$ cat config.mk
export PLATFORM = sky130hd
export DESIGN_NAME = codec_reg_seq
export DESIGN_NICKNAME = d
export VERILOG_FILES = /design/src/rtl/crs_pkg.sv /design/src/rtl/crs_cmd_pack.sv /design/src/rtl/crs_burst_ctr.sv /design/src/rtl/crs_wait_timer.sv /design/src/rtl/codec_reg_seq.sv
export SDC_FILE = /design/constraint.sdc
export NUM_CORES = 1
export LEC_CHECK = 0
export BUFFER_PORTS_ARGS = -buffer_cell sky130_fd_sc_hd__clkbuf_2
export CAP_MARGIN = 5
export CORE_ASPECT_RATIO = 2
export CORE_MARGIN = 2
export CORE_UTILIZATION = 46
export CTS_CLUSTER_DIAMETER = 50
export CTS_CLUSTER_SIZE = 24
export DETAILED_ROUTE_END_ITERATION = 8
export PLACE_DENSITY = 0.76
export SYNTH_ARGS = -nofsm -noshare
export SYNTH_HDL_FRONTEND = slang
export SYNTH_SLANG_ARGS = --single-unit
$ cat constraint.sdc
create_clock -name clk -period 1.8 [get_ports clk]
set_input_delay 0.54 -clock clk [delete_from_list [all_inputs] [get_ports clk]]
set_output_delay 0.54 -clock clk [all_outputs]
set_load 0.005 [all_outputs]
$ cat src/rtl/crs_pkg.sv
package crs_pkg;
    localparam int WORD_W      = 16;
    localparam int PAGE_W      = 4;
    localparam int ADDR_W      = 6;
    localparam int RD_FLAG_POS = 15;
    localparam int PAGE_POS    = 11;
    localparam int ADDR_POS    = 5;

    typedef enum logic [3:0] {
        S_IDLE,
        S_CMD_ISSUE,
        S_CMD_WAIT,
        S_WR_ISSUE,
        S_WR_WAIT,
        S_RD_ISSUE,
        S_RD_WAIT,
        S_DONE,
        S_FAULT
    } seq_state_e;
endpackage

$ cat src/rtl/crs_cmd_pack.sv
module crs_cmd_pack
    import crs_pkg::*;
(
    input  logic              is_read,
    input  logic [PAGE_W-1:0] page,
    input  logic [ADDR_W-1:0] addr,
    output logic [WORD_W-1:0] word
);
    always_comb begin
        word                     = '0;
        word[RD_FLAG_POS]        = is_read;
        word[PAGE_POS +: PAGE_W] = page;
        word[ADDR_POS +: ADDR_W] = addr;
    end
endmodule

$ cat src/rtl/crs_burst_ctr.sv
module crs_burst_ctr
    import crs_pkg::*;
#(
    parameter int CNT_W = 4
) (
    input  logic              clk,
    input  logic              rst_n,
    input  logic              load,
    input  logic              step,
    input  logic [ADDR_W-1:0] start_addr,
    input  logic [CNT_W-1:0]  count,
    output logic [ADDR_W-1:0] cur_addr,
    output logic              last
);
    localparam logic [CNT_W-1:0]  ONE_CNT  = CNT_W'(1);
    localparam logic [ADDR_W-1:0] ONE_ADDR = ADDR_W'(1);

    logic [CNT_W-1:0] remaining;

    always_ff @(posedge clk or negedge rst_n) begin
        if (!rst_n) begin
            cur_addr  <= '0;
            remaining <= '0;
        end else if (load) begin
            cur_addr  <= start_addr;
            remaining <= (count == '0) ? ONE_CNT : count;
        end else if (step) begin
            cur_addr  <= cur_addr + ONE_ADDR;
            remaining <= remaining - ONE_CNT;
        end
    end

    assign last = (remaining == ONE_CNT);


    step_nonzero_chk: assert property (@(posedge clk) disable iff (!rst_n)
        step |-> (remaining > ONE_CNT));
endmodule

$ cat src/rtl/crs_wait_timer.sv
module crs_wait_timer #(
    parameter int TIMEOUT_CYC = 64
) (
    input  logic clk,
    input  logic rst_n,
    input  logic run,
    output logic expired
);
    localparam int CW = $clog2(TIMEOUT_CYC + 1);
    localparam logic [CW-1:0] LAST_CNT = CW'(TIMEOUT_CYC - 1);

    logic [CW-1:0] cnt;

    always_ff @(posedge clk or negedge rst_n) begin
        if (!rst_n)
            cnt <= '0;
        else if (!run)
            cnt <= '0;
        else if (cnt != LAST_CNT)
            cnt <= cnt + CW'(1);
    end

    assign expired = run && (cnt == LAST_CNT);


    expire_stops_chk: assert property (@(posedge clk) disable iff (!rst_n)
        expired |=> !run);
endmodule

$ cat src/rtl/codec_reg_seq.sv
module codec_reg_seq
    import crs_pkg::*;
#(
    parameter int CNT_W       = 4,
    parameter int TIMEOUT_CYC = 64
) (
    input  logic              clk,
    input  logic              rst_n,
    input  logic              req_valid,
    input  logic              req_read,
    input  logic [3:0]        req_page,
    input  logic [5:0]        req_addr,
    input  logic [CNT_W-1:0]  req_count,
    input  logic [15:0]       req_wdata,
    output logic              busy,
    output logic              xfer_start,
    output logic              xfer_rx_only,
    output logic [15:0]       xfer_tx,
    input  logic              xfer_done,
    input  logic [15:0]       xfer_rdata,
    output logic              cs_active,
    output logic              rd_valid,
    output logic [15:0]       rd_data,
    output logic [5:0]        rd_addr,
    output logic              seq_done,
    output logic              seq_error
);
    seq_state_e state, state_nx;

    logic              accept;
    logic              waiting;
    logic              expired;
    logic              burst_last;
    logic              burst_step;
    logic [ADDR_W-1:0] cur_addr;
    logic [WORD_W-1:0] cmd_word;
    logic              lat_read;
    logic [PAGE_W-1:0] lat_page;
    logic [ADDR_W-1:0] lat_addr;
    logic [WORD_W-1:0] lat_wdata;

    assign accept  = (state == S_IDLE) && req_valid;
    assign waiting = (state == S_CMD_WAIT) || (state == S_WR_WAIT) ||
                     (state == S_RD_WAIT);
    assign burst_step = (state == S_RD_WAIT) && xfer_done && !burst_last;

    crs_cmd_pack u_cmd (
        .is_read (lat_read),
        .page    (lat_page),
        .addr    (lat_addr),
        .word    (cmd_word)
    );

    crs_burst_ctr #(.CNT_W(CNT_W)) u_burst (
        .clk        (clk),
        .rst_n      (rst_n),
        .load       (accept),
        .step       (burst_step),
        .start_addr (req_addr),
        .count      (req_count),
        .cur_addr   (cur_addr),
        .last       (burst_last)
    );

    crs_wait_timer #(.TIMEOUT_CYC(TIMEOUT_CYC)) u_timer (
        .clk     (clk),
        .rst_n   (rst_n),
        .run     (waiting),
        .expired (expired)
    );

    // state register
    always_ff @(posedge clk or negedge rst_n) begin
        if (!rst_n) state <= S_IDLE;
        else        state <= state_nx;
    end

    // next state: completion outranks watchdog expiry
    always_comb begin
        state_nx = state;
        unique case (state)
            S_IDLE:      if (accept) state_nx = S_CMD_ISSUE;
            S_CMD_ISSUE: state_nx = S_CMD_WAIT;
            S_CMD_WAIT: begin
                if (xfer_done)    state_nx = lat_read ? S_RD_ISSUE : S_WR_ISSUE;
                else if (expired) state_nx = S_FAULT;
            end
            S_WR_ISSUE:  state_nx = S_WR_WAIT;
            S_WR_WAIT: begin
                if (xfer_done)    state_nx = S_DONE;
                else if (expired) state_nx = S_FAULT;
            end
            S_RD_ISSUE:  state_nx = S_RD_WAIT;
            S_RD_WAIT: begin
                if (xfer_done)    state_nx = burst_last ? S_DONE : S_RD_ISSUE;
                else if (expired) state_nx = S_FAULT;
            end
            S_DONE:      state_nx = S_IDLE;
            S_FAULT:     state_nx = S_IDLE;
            default:     state_nx = S_IDLE;
        endcase
    end

    // phase outputs decoded from state
    assign busy         = (state != S_IDLE);
    assign xfer_start   = (state == S_CMD_ISSUE) || (state == S_WR_ISSUE) ||
                          (state == S_RD_ISSUE);
    assign xfer_rx_only = (state == S_RD_ISSUE);
    assign xfer_tx      = (state == S_CMD_ISSUE) ? cmd_word :
                          (state == S_WR_ISSUE)  ? lat_wdata : '0;

    // registered outputs and request capture
    always_ff @(posedge clk or negedge rst_n) begin
        if (!rst_n) begin
            cs_active <= 1'b0;
            rd_valid  <= 1'b0;
            rd_data   <= '0;
            rd_addr   <= '0;
            seq_done  <= 1'b0;
            seq_error <= 1'b0;
            lat_read  <= 1'b0;
            lat_page  <= '0;
            lat_addr  <= '0;
            lat_wdata <= '0;
        end else begin
            rd_valid <= 1'b0;
            seq_done <= 1'b0;
            unique case (state)
                S_IDLE: if (accept) begin
                    cs_active <= 1'b1;
                    seq_error <= 1'b0;
                    lat_read  <= req_read;
                    lat_page  <= req_page;
                    lat_addr  <= req_addr;
                    lat_wdata <= req_wdata;
                end
                S_CMD_WAIT: if (!xfer_done && expired) begin
                    cs_active <= 1'b0;
                    seq_error <= 1'b1;
                end
                S_WR_WAIT: begin
                    if (xfer_done) begin
                        cs_active <= 1'b0;
                    end else if (expired) begin
                        cs_active <= 1'b0;
                        seq_error <= 1'b1;
                    end
                end
                S_RD_WAIT: begin
                    if (xfer_done) begin
                        rd_valid <= 1'b1;
                        rd_data  <= xfer_rdata;
                        rd_addr  <= cur_addr;
                        if (burst_last) cs_active <= 1'b0;
                    end else if (expired) begin
                        cs_active <= 1'b0;
                        seq_error <= 1'b1;
                    end
                end
                S_DONE:  seq_done <= 1'b1;
                default: ;
            endcase
        end
    end


    cs_on_start_chk: assert property (@(posedge clk) disable iff (!rst_n)
        xfer_start |-> cs_active);


    rx_quiet_chk: assert property (@(posedge clk) disable iff (!rst_n)
        (xfer_start && xfer_rx_only) |-> (xfer_tx == '0));


    done_pulse_chk: assert property (@(posedge clk) disable iff (!rst_n)
        seq_done |=> !seq_done);


    rdv_pulse_chk: assert property (@(posedge clk) disable iff (!rst_n)
        rd_valid |=> !rd_valid);


    fault_release_chk: assert property (@(posedge clk) disable iff (!rst_n)
        (state == S_FAULT) |-> (!cs_active && seq_error));


    done_wins_chk: assert property (@(posedge clk) disable iff (!rst_n)
        (waiting && xfer_done) |=> (state != S_FAULT));


    ignore_busy_chk: assert property (@(posedge clk) disable iff (!rst_n)
        (busy && req_valid && state != S_DONE && state != S_FAULT) |=> busy);
endmodule

## Word level (Yosys, flattened, before mapping)

Cells that the tools add are included.

| storage, ports and cells | value |
|---|---|
| register bits | 74 |
| input bits | 51 |
| output and inout bits | 45 |
| logic and storage cells | 87 |

| cells by class | value |
|---|---|
| add/sub/neg operators | 3 |
| equal/unequal tests | 16 |
| muxes and demuxes | 32 |
| reduce and logical (&&, ||, !) cells | 22 |

Operators with widths:

| cell | count |
|---|---|
| two-way mux 16 bit | 2 |
| two-way mux 4 bit | 8 |
| case mux 4 bit (7 select lines) | 1 |
| equality test 4 x 3 -> 1 bit, second input constant | 4 |
| two-way mux 7 bit | 2 |
| two-way mux 1 bit | 13 |
| two-way mux 6 bit | 2 |
| equality test 4 x 1 -> 1 bit, second input constant | 2 |
| equality test 4 x 2 -> 1 bit, second input constant | 2 |
| logical NOT 4 bit | 2 |
| nonzero test 4 bit | 2 |
| adder 7 x 1 -> 7 bit, second input constant | 1 |
| equality test 7 x 6 -> 1 bit, second input constant | 1 |
| != test 7 x 6 -> 1 bit, second input constant | 1 |
| adder 6 x 1 -> 6 bit, second input constant | 1 |
| != test 2 bit, second input constant | 3 |
| logical AND 1 bit | 5 |
| AND reduction 5 bit | 1 |
| logical OR 1 bit | 4 |
| != test 2 x 1 -> 1 bit, second input constant | 2 |
| case mux 1 bit (4 select lines) | 1 |
| AND reduction 2 bit | 2 |
| AND reduction 4 bit | 1 |
| subtractor 4 x 1 -> 4 bit, second input constant | 1 |
| 8 further kinds | 9 |

## Logic depth before layout (Yosys ltp)

Gate-level depths: netlist (run 1).

| logic depth | value |
|---|---|
| depth in word-level cells | 7 |
| depth in mapped cells | 7 |
| gate-level depth less buffers | 6 |

## Hierarchy

A second synthesis (run 1) with hierarchy kept.

| unflattened totals | value |
|---|---|
| cell total of the unflattened synthesis | 283 |
| area, all modules | 3527.1 µm² |

By module, submodules not included:

| module | times used | cells each | area each (µm²) | seq. area each (µm²) |
|---|---|---|---|---|
| codec_reg_seq | 1 | 176 | 2486.1 | 1426.4 |
| crs_burst_ctr | 1 | 58 | 570.5 | 250.2 |
| crs_wait_timer | 1 | 32 | 346.6 | 175.2 |
| crs_cmd_pack | 1 | 17 | 123.9 | 0.0 |

## Least setup slack after synthesis (run 1)

Ideal clock, no wire load.

| path | value |
|---|---|
| kind | reg-to-output |
| from | register state[2] |
| to | output port xfer_tx[10] |
| data arrival time | 1331 ps |
| data required time | 1260 ps |
| slack | -71 ps |
| cell stages (with the launch flop) | 5 |
| buffers on the path | 2 |
| cells stage by stage | dfrtp_1 > buf_4 > nor3_2 > clkbuf_1 > a22o_1 |

| on the way | value |
|---|---|
| word-level cells in the longest chain between the ends | 3 |
| elaborated cells between the ends (all ways) | 4 |
| classes of those cells | eq/ne: 2; mux: 2 |

Ends and longest elaborated chain:

| what | RTL line | text |
|---|---|---|
| start, declared | codec_reg_seq.sv:28 | `seq_state_e state, state_nx;` |
| start signal, assigned | codec_reg_seq.sv:75 | `else state <= state_nx;` |
| equality test 4 x 2 -> 1 bit | codec_reg_seq.sv:110 | `(state == S_WR_ISSUE) ? lat_wdata : '0;` |
| two-way mux 16 bit | codec_reg_seq.sv:110 |  |
| two-way mux 16 bit * | codec_reg_seq.sv:109 | `assign xfer_tx = (state == S_CMD_ISSUE) ? cmd_word :` |
| end, declared | codec_reg_seq.sv:18 | `output logic [15:0] xfer_tx,` |

Every way passes the cells marked *; elsewhere a longest branch is shown, timed or not.

## Final worst setup path (run 1)

| path | value |
|---|---|
| from | register state[1] |
| to | output port xfer_tx[13] |

The elaborated chain is that of the path after synthesis.

==> impl_results.md, run 1 <==
- Core box area: 0.00694 sq mm
- Vias in the first global route: 2,791
- Post-placement cell area: 0.00400 sq mm
- Minimum clock period: 2.04 ns
- Fmax: 0.491 GHz
- Clock Skew: 0.00899 ns
- Netlist cell types: 43
- Leakage: 2.35 nW
- H-tree depth: 3
- Initial Utilization: 47.2%
- Share of layout cells above drive strength 1: 42.9%
- Initial antenna violation count: 0
- Setup total negative slack: -5.34 ns
- Worst ir drop on vdd: 0.751 mV
- Critical path cell sequence: nand2b_4 -> nor3_4 -> buf_6 -> a22o_1 -> clkbuf_2
- Layout Cell Area excl Fill: 0.00463 sq mm
- Crit path capture type: primary output
- Cell with the most instances after synthesis: nand2_1
- Synthesized netlist net count: 366
- Reg clk slew, reported paths: 0.06 ns
- R2r setup slk: -0.09 ns
- EDFF count, synth: 0
- Arr. time, crit path: 1.50 ns
- Hold Vio Cnt, Final: 0
- Gr ovfl total: 0
- Critical Path Slowest Stage Cell: dfrtp_1
- Total track usage: 21.6%
- Cell row count: 43
- Clk Latency, worst-skew pair: 0.34 ns
- Final period util: 113%
- Ys flop type: dfrtp_1
- Final Max Tran Viols: 0
- CP delay by family, top: flip-flops
- Die Ht: 123 um
- CTS sink cnt: 74
- PortBufs: 95
- First-pass GRT wire length: 12,800 um
- Synth area leader: dfrtp_1
- Final #Nets: 495
- Area delta synth->final: 41.4%
- Crit-path max FO: 6
- Largest net degree at the start of global routing: 36
- Syn_area_per_cell: 10.5 sq um
- Drt via density: 5.16
- WP data required: 1.26 ns
- CTS Root Cell: clkbuf_16
- Number of synthesis warnings: 0
- CTS buffer count: 9
- Slack of the critical path: -0.236 ns
- Register area share after synthesis: 56.5%
- Failing checks: setup timing
- Status: finished with violations
- Power Density: 1660 mW/mm^2
- Total power: 0.00767 W
- FF-to-FF Start: state[3]
- Slew HR: 67.8%
- Vias: 2,758
- Filler cells: 507
- Number of antenna-violating nets in the routed design: 0
- R2r endpoint: rd_addr[0]
- CTS tree: done
- Synthesized cell area: 0.00328 sq mm
- Drt pass-1 iters: 4
- Antenna fix cells: 0
- Worst-case reg-to-reg path depth: 6
- Initial DRC Count: 133
- Routed WL: 8630 um
- Final Core Density: 66.8%
- Max cap viols: 0
- Die Wd: 63.7 um
- Dpl hpwl: 5550 um
- Crit path launch type: flip-flop
- Hold WS: 0.157 ns
- Setup violators final: 41
- Fraction of registers with async set/reset: 100%
- Routability cong.: 0.812
- RSZ-0062 raised after global routing: true
- CTS Hold Buffers Added: 0
- Synth top area share: 56.5%
- Register bit total from synthesis: 74
- Hold Crit Class: input pin to async pin
- Clock Path Buffers: 2
- Top cells by count, synth: 86 x nand2_1, 74 x dfrtp_1, 22 x mux2_2
- WP buf/inv: 2
- Post-route DRC: 0
- IO Pins: 96
- Synth area leaders: dfrtp_1 57%, nand2_1 9.9%, mux2_2 7.6%, a22o_1 2.9%, xnor2_1 1.9%
- DR WL/cell: 16.1 um
- Crit path kind: flip-flop to primary output
- Die ar.: 0.00785 sq mm
- Mapped Cells: 311
- Crit path largest cell delay: 0.42 ns
- Worst Tran Pin Value: 0.483 ns
==> layer usage <==
metal | GRT usage (%) | vias to the layer above | routed length (um)
li1 | - | 1330 | -
met1 | 23.2 | 1325 | 3260
met2 | 39.3 | 81 | 4730
met3 | 2.46 | 22 | 301
met4 | 14.5 | 0 | 344
met5 | 0 | - | 0
==> cell families (layout without fill, tap and decap cells) <==
group / after synthesis / after routing / synth area share, %
DFF: 74 / 74 / 56.5
buffers and inverters: 21 / 155 / 2.94
and+or+nand+nor: 135 / 135 / 19.1
muxes: 25 / 25 / 8.48
xor gates and xnor gates: 7 / 7 / 1.87
adders and majority gates: 4 / 4 / 1.53
AOI/OAI and AO/OA: 45 / 45 / 9.59
==> timing repair <==
| action | CTS | global route |
|---|---|---|
| pin swaps | 7 | 9 |
| gates cloned | 1 | 3 |
| resized for setup | 22 | 13 |
| setup buffers | 9 | 4 |
| endpoints found under the setup margin | 21 | 42 |
==> worst max-delay path by stage <==
stage                     cells after the start  startpoint              endpoint
after detailed placement                      5    state[3]  u_burst.remaining[1]
after global placement                        4    state[2]           xfer_tx[10]
final                                         5    state[1]           xfer_tx[13]
after global routing                          5    state[1]           xfer_tx[13]
after CTS                                     5    state[1]            xfer_tx[6]
after floorplan                               4    state[2]           xfer_tx[10]
==> area by class of cell <==
type | instances | area [sq um] | share of cell area [%]
clock buffers | 12 | 256 | 5.54
clock inverters | 4 | 73.8 | 1.59
inverters | 5 | 18.8 | 0.405
multi-input cells | 216 | 1440 | 31.1
flip-flops and latches | 74 | 1860 | 40.0
well taps | 90 | 113 | 2.43
repair buffers | 134 | 873 | 18.8
==> state kept, by name, indices dropped and copies added (netlist names), 4 cells and up <==
signal,flops
lat_addr,6
lat_wdata,16
rd_addr,6
u_burst.cur_addr,6
rd_data,16
u_burst.remaining,4
u_timer.cnt,7
lat_page,4
state,4
==> per-stage QoR <==
step,std cells,worst slack (ns)
floorplan,311,0.00350
global placement,502,0.109
detailed placement,502,0.00431
CTS,528,-0.257
global route,535,-0.280
finish,535,-0.236
==> placed cells by master, fill, tap and decap left out, types with 4 or more instances in the layout <==
cell type,n
ha_1,4
dfrtp_1,71
a22o_1,11
clkbuf_16,11
clkbuf_2,91
xnor2_1,7
a31oi_1,5
inv_1,5
mux2_2,19
nor2_1,12
o21ai_0,10
nand2_1,85
buf_4,27
a21oi_1,4
and2_1,6
nor3_1,6
buf_6,8
==> power by group <==
part	leakage (nW)	total, W	internal, W	switching (W)
Clock	0.163	0.00194	0.00129	0.000655
Sequential	0.917	0.00292	0.00239	0.000529
Combinational	1.27	0.00282	0.00146	0.00136
Power figures use the tool's default switching activity.
==> run 2, diff against run 1 <==
--- a/config.mk
+++ b/config.mk
@@ -7,7 +7,6 @@
 export LEC_CHECK = 0
 export BUFFER_PORTS_ARGS = -buffer_cell sky130_fd_sc_hd__clkbuf_2
 export CAP_MARGIN = 5
-export CORE_ASPECT_RATIO = 2
 export CORE_MARGIN = 2
 export CORE_UTILIZATION = 46
 export CTS_CLUSTER_DIAMETER = 50
==> run 2 against run 1 <==
Against the previous run:
- the flow still finishes with violations (setup timing)
- critical endpoint is now busy
- wire length fell by 8.8%
- global-route usage fell by 1.2 points
- critical path depth did not move
- hold slack improved by 0.020 ns
- count of clock-buffer cells in the layout fell by 1
- via count fell by 2.6%
==> impl_results.md, run 2 (same netlist as run 1, synthesis figures left out) <==
- Crit-path max FO: 3
- Setup violators final: 20
- Critical path cell sequence: buf_4 -> nor4_2 -> buf_4 -> inv_1 -> clkbuf_2
- Final Max Tran Viols: 0
- Area delta synth->final: 36.9%
- Final #Nets: 494
- Filler cells: 558
- Slew HR: 61.1%
- Crit path largest cell delay: 0.40 ns
- Vias in the first global route: 2,495
- Routed WL: 7870 um
- First-pass GRT wire length: 12,200 um
- PortBufs: 95
- DR WL/cell: 14.6 um
- FF-to-FF Start: state[3]
- Antenna fix cells: 0
- Worst Tran Pin Value: 0.580 ns
- Number of antenna-violating nets in the routed design: 0
- Commonest non-fill, non-tap cell in the layout: clkbuf_2
- Internal Power: 0.00460 W
- CTS buffer count: 9
- Crit path launch type: flip-flop
- Clk Latency, worst-skew pair: 0.33 ns
- Gr ovfl total: 0
- Clock Skew: 0.00785 ns
- Fmax: 0.496 GHz
- Die Ht: 88.4 um
- R2r endpoint: u_burst.cur_addr[5]
- Initial DRC Count: 113
- CP delay by family, top: buffers and inverters
- Arr. time, crit path: 1.48 ns
- RSZ-0062 raised after global routing: true
- Switching power: 0.00246 W
- Drt via density: 4.97
- WP data required: 1.26 ns
- Initial Utilization: 47.9%
- Total track usage: 20.4%
- Post-Place Cells: 508
- Sequential cell area: 0.00186 sq mm
- Vias: 2,686
- Top flop regs: lat_wdata (16), rd_data (16), u_timer.cnt (7)
- Dpl hpwl: 5230 um
- CTS tree: done
- R2r setup slk: -0.12 ns
- Max cap viols: 0
- Most frequent cells in the layout: 93 x clkbuf_2, 86 x nand2_1, 71 x dfrtp_1
- Hold Crit Class: input pin to async pin
- Most numerous cell on the critical path: buf_4
- Sequential share of power: 41.0%
- Area of the multi-input gates: 0.00142 sq mm
- Initial antenna violation count: 0
- Final period util: 112%
- Post-route DRC: 0
- Die ar.: 0.00781 sq mm
- Power Density: 1570 mW/mm^2
- WP buf/inv: 4
- Post-route insts no fill: 540
- Minimum clock period: 2.02 ns
- CTS Root Cell: clkbuf_8
- Crit path kind: flip-flop to primary output
- Status: finished with violations
- Clock Path Buffers: 2
- H-tree depth: 3
- Clk pwr share: 18.5%
- Worst ir drop on vdd: 0.881 mV
- Failing checks: setup timing
- Net switching share of the total power: 34.9%
- Comb power frac: 40.5%
- IO Pins: 96
- Critical Path Slowest Stage Cell: dfrtp_1
- CTS sink cnt: 74
- Die Wd: 88.4 um
- Worst-case reg-to-reg path depth: 7
- Hold Vio Cnt, Final: 0
- Layout Cell Area excl Fill: 0.00448 sq mm
- Drt pass-1 iters: 4
- Share of layout cells above drive strength 1: 42.8%
- Crit path capture type: primary output
- Slack of the critical path: -0.217 ns
- Post-placement cell area: 0.00403 sq mm
- Largest net degree at the start of global routing: 75
- Setup Slack @ Placement: 0.0645 ns
- Leakage: 2.29 nW
- Cell row count: 30
- Reg clk slew, reported paths: 0.08 ns
- Routability cong.: 0.819
- Core box area: 0.00683 sq mm
==> run 2: cell types whose count changed in the layout (fill, tap and decap cells not counted), moves of 3 or more <==
cell       previous run  this run
mux2_4                3         0
clkbuf_8              2        11
mux2_2               19        22
buf_6                 8         5
clkbuf_16            11         1
==> run 2: metrics by stage <==
| step | setup TNS [ns] | utilization, % | total power, W | hold WS [ns] |
|---|---|---|---|---|
| after floorplan | 0 | - | 0.00426 | 0.244 |
| after global placement | 0 | 59.0 | 0.00521 | 0.449 |
| after detailed placement | 0 | 59.0 | 0.00534 | 0.463 |
| after CTS | -3.83 | 63.5 | 0.00683 | 0.227 |
| after global routing | -5.09 | 65.6 | 0.00758 | 0.209 |
| final | -3.89 | 65.6 | 0.00706 | 0.177 |
==> run 2: what timing repair did <==
item	in CTS	in global routing
pin swaps	3	7
hold endpoints to repair	0	0
hold buffers	0	0
buffers inserted	5	10
resized for setup	16	14
cloned	1	1
setup endpoints to repair	19	47
==> run 2: how the worst max path moves through the flow <==
stage | from | endpoint | depth (start not counted)
6_report | state[1] | busy | 5
5_1_grt | state[0] | xfer_tx[5] | 5
4_1_cts | state[1] | xfer_tx[5] | 5
3_5_place_dp | state[1] | xfer_tx[5] | 5
3_3_place_gp | state[1] | xfer_tx[15] | 5
2_1_floorplan | state[2] | xfer_tx[10] | 4
==> run 2: cell type report <==
cell class / count / area share [%]
clock inverter: 5 / 1.17
multi-input combinational: 216 / 31.7
tap: 96 / 2.68
clock buffer: 11 / 3.38
timing repair buffer: 133 / 19.2
inverter: 5 / 0.419
sequential: 74 / 41.4
==> run 2: power groups by stage <==
| stage | clock network [W] | registers (W) | logic (W) |
|---|---|---|---|
| floorplan | 0 | 0.00278 | 0.00148 |
| global placement | 0 | 0.00287 | 0.00235 |
| detailed placement | 0 | 0.00290 | 0.00244 |
| CTS | 0.00133 | 0.00289 | 0.00261 |
| global route | 0.00141 | 0.00300 | 0.00317 |
| finish | 0.00130 | 0.00290 | 0.00286 |
==> run 2: routing by layer <==
layer  global-route usage (%)  share of wire [%]  up-vias
met5                        0                  0        -
met4                     6.89                1.6        0
met3                     3.82                4.0       11
met2                     32.2                 49       75
met1                     28.8                 45     1273
li1                         -                  -     1327
==> run 3, diff against run 2 <==
--- a/config.mk
+++ b/config.mk
@@ -8,11 +8,13 @@
 export BUFFER_PORTS_ARGS = -buffer_cell sky130_fd_sc_hd__clkbuf_2
 export CAP_MARGIN = 5
 export CORE_MARGIN = 2
-export CORE_UTILIZATION = 46
+export CORE_UTILIZATION = 48
+export CTS_BUF_LIST = sky130_fd_sc_hd__clkbuf_2
 export CTS_CLUSTER_DIAMETER = 50
 export CTS_CLUSTER_SIZE = 24
 export DETAILED_ROUTE_END_ITERATION = 8
-export PLACE_DENSITY = 0.76
+export PLACE_DENSITY = 0.79
+export SETUP_SLACK_MARGIN = 0.05
 export SYNTH_ARGS = -nofsm -noshare
 export SYNTH_HDL_FRONTEND = slang
 export SYNTH_SLANG_ARGS = --single-unit
==> run 3 against run 2 <==
Against the previous run:
- the run still ends with setup timing left
- maximum frequency down 11%
- design area down 0.25%
- critical path depth unchanged
- count of clock-buffer cells in the layout down 2
- core utilization up 1.3 points
- largest cell class unchanged
- sequential power about the same
- combinational power up 7%
- sequential share of layout area up 0.10 points
- clock power down 41%
==> impl_results.md, run 3 (same netlist as run 1, synthesis figures left out) <==
- Core box area: 0.00668 sq mm
- IO Pins: 96
- Routed WL: 8230 um
- Total track usage: 19.9%
- Critical Path End: xfer_tx[13]
- Setup total negative slack: -8.24 ns
- Number of antenna-violating nets in the routed design: 0
- Failing checks: setup timing
- Setup Slack @ Placement: 0.0163 ns
- Share of layout cells above drive strength 1: 44.2%
- Worst ir drop on vdd: 0.683 mV
- Clock Path Buffers: 2
- Most frequent cells in the layout: 102 x clkbuf_2, 84 x nand2_1, 71 x dfrtp_1
- Vias in the first global route: 2,438
- Clk Latency, worst-skew pair: 0.51 ns
- Reg clk slew, reported paths: 0.22 ns
- PortBufs: 95
- Worst-case reg-to-reg path depth: 7
- H-tree depth: 3
- Post-route insts no fill: 526
- R2r endpoint: rd_data[6]
- CP delay by family, top: flip-flops
- WP buf/inv: 2
- Crit path launch type: flip-flop
- Slew HR: 59.7%
- Power Density: 1500 mW/mm^2
- Fmax: 0.441 GHz
- CTS Root Cell: clkbuf_2
- Hold_sp: req_wdata[0]
- Clock Skew: 0.0304 ns
- Drt via density: 5.28
- Die Wd: 86.6 um
- FF-to-FF Start: state[1]
- Drt pass-1 iters: 4
- Initial antenna violation count: 0
- CTS tree: done
- Leakage: 2.27 nW
- Status: finished with violations
- Die ar.: 0.00750 sq mm
- Hold Crit Class: input pin to flip-flop
- CTS sink cnt: 74
- Crit-path max FO: 16
- Initial Utilization: 49.0%
- Slack of the critical path: -0.466 ns
- Max cap viols: 0
- Area delta synth->final: 36.5%
- Setup violators final: 23
- Top flop regs: lat_wdata (16), rd_data (16), u_timer.cnt (7)
- Dpl hpwl: 5220 um
- Layout Cell Area excl Fill: 0.00447 sq mm
- Final period util: 126%
- WP data required: 1.26 ns
- Final Max Tran Viols: 0
- Minimum clock period: 2.27 ns
- Cell row count: 30
- Hold Vio Cnt, Final: 0
- Final #Nets: 496
- Largest net degree at the start of global routing: 47
- DR WL/cell: 15.6 um
- CTS buffer count: 9
- R2r setup slk: -0.01 ns
- Crit path capture type: primary output
- Critical Path Slowest Stage Cell: dfrtp_2
- Gr ovfl total: 0
- Crit path largest cell delay: 0.47 ns
- Hold path depth: 3
- First-pass GRT wire length: 11,700 um
- Vias: 2,779
- Initial DRC Count: 137
- Cell depth of the worst setup path: 5
- Post-placement cell area: 0.00399 sq mm
- Commonest non-fill, non-tap cell in the layout: clkbuf_2
- Antenna fix cells: 0
- Total power: 0.00669 W
- Arr. time, crit path: 1.73 ns
- Post-Place Cells: 489
- Setup crit start: state[0]
- Crit path kind: flip-flop to primary output
- Post-route DRC: 0
- Worst Tran Pin Value: 0.600 ns
- Critical path cell sequence: nand2_2 -> nor3_4 -> buf_12 -> a22o_1 -> clkbuf_2
- RSZ-0062 raised after global routing: true
- Filler cells: 529
- Sequential cell area: 0.00186 sq mm
- Die Ht: 86.6 um
- Routability cong.: 0.816
- Area of the multi-input gates: 0.00145 sq mm
[run 3: cell count changes in the layout (fill, tap and decap cells not counted), moves of 2 or more]
| cell | previous run | this run |
|---|---|---|
| buf_6 | 5 | 8 |
| buf_4 | 28 | 22 |
| clkbuf_8 | 11 | 0 |
| clkbuf_16 | 1 | 4 |
| nand2_1 | 86 | 84 |
| clkinvlp_4 | 1 | 3 |
| nand2_2 | 0 | 2 |
| clkbuf_2 | 93 | 102 |
[run 3: how the worst min path moves through the flow]
stage | end | slack [ns]
floorplan | cs_active | 0.24
global placement | seq_done | 0.36
detailed placement | seq_done | 0.36
CTS | lat_wdata[0] | 0.18
global route | lat_wdata[0] | 0.18
finish | lat_wdata[0] | 0.20
[run 3: layer usage]
metal	track usage (%)	up-vias	routed length, um
met3	2.95	14	360
li1	-	1327	-
met4	8.24	0	192
met5	0	-	0
met1	27.5	1359	3630
met2	31.7	79	4050
[run 3: report_power, final]
group,switching (W),internal [W],total [W]
logic,0.00143,0.00163,0.00306
clock network,0.000587,0.000176,0.000763
registers,0.000505,0.00237,0.00287
[run 3: cell type report]
cell class	count	share of cell area, %
inverters	5	0.420
multi-input cells	216	32.5
well taps	80	2.24
clock buffers	9	1.01
flip-flops and latches	74	41.5
clock inverters	7	1.01
repair buffers	135	21.4
[run 3: tightest hold or removal path, delay by kind of cell]
kind                   cells  cell delay, ns
buffers and inverters      1            0.08
AND/OR/NAND/NOR            2            0.08
[run 3: repair_timing]
| action | 4_1_cts | 5_1_grt |
|---|---|---|
| pin swaps | 2 | 8 |
| cloned | 1 | 5 |
| resized for setup | 12 | 25 |
| endpoints found under the hold margin | 5 | 0 |
| setup buffers | 5 | 9 |
| setup endpoints to repair | 19 | 69 |
| hold buffers | 1 | 0 |
[run 3: through the flow]
stage	hold WS, ns	utilization (%)
2_1_floorplan	0.244	-
3_3_place_gp	0.360	59.7
3_5_place_dp	0.363	59.7
4_1_cts	0.183	62.4
5_1_grt	0.177	66.9
6_report	0.201	66.9
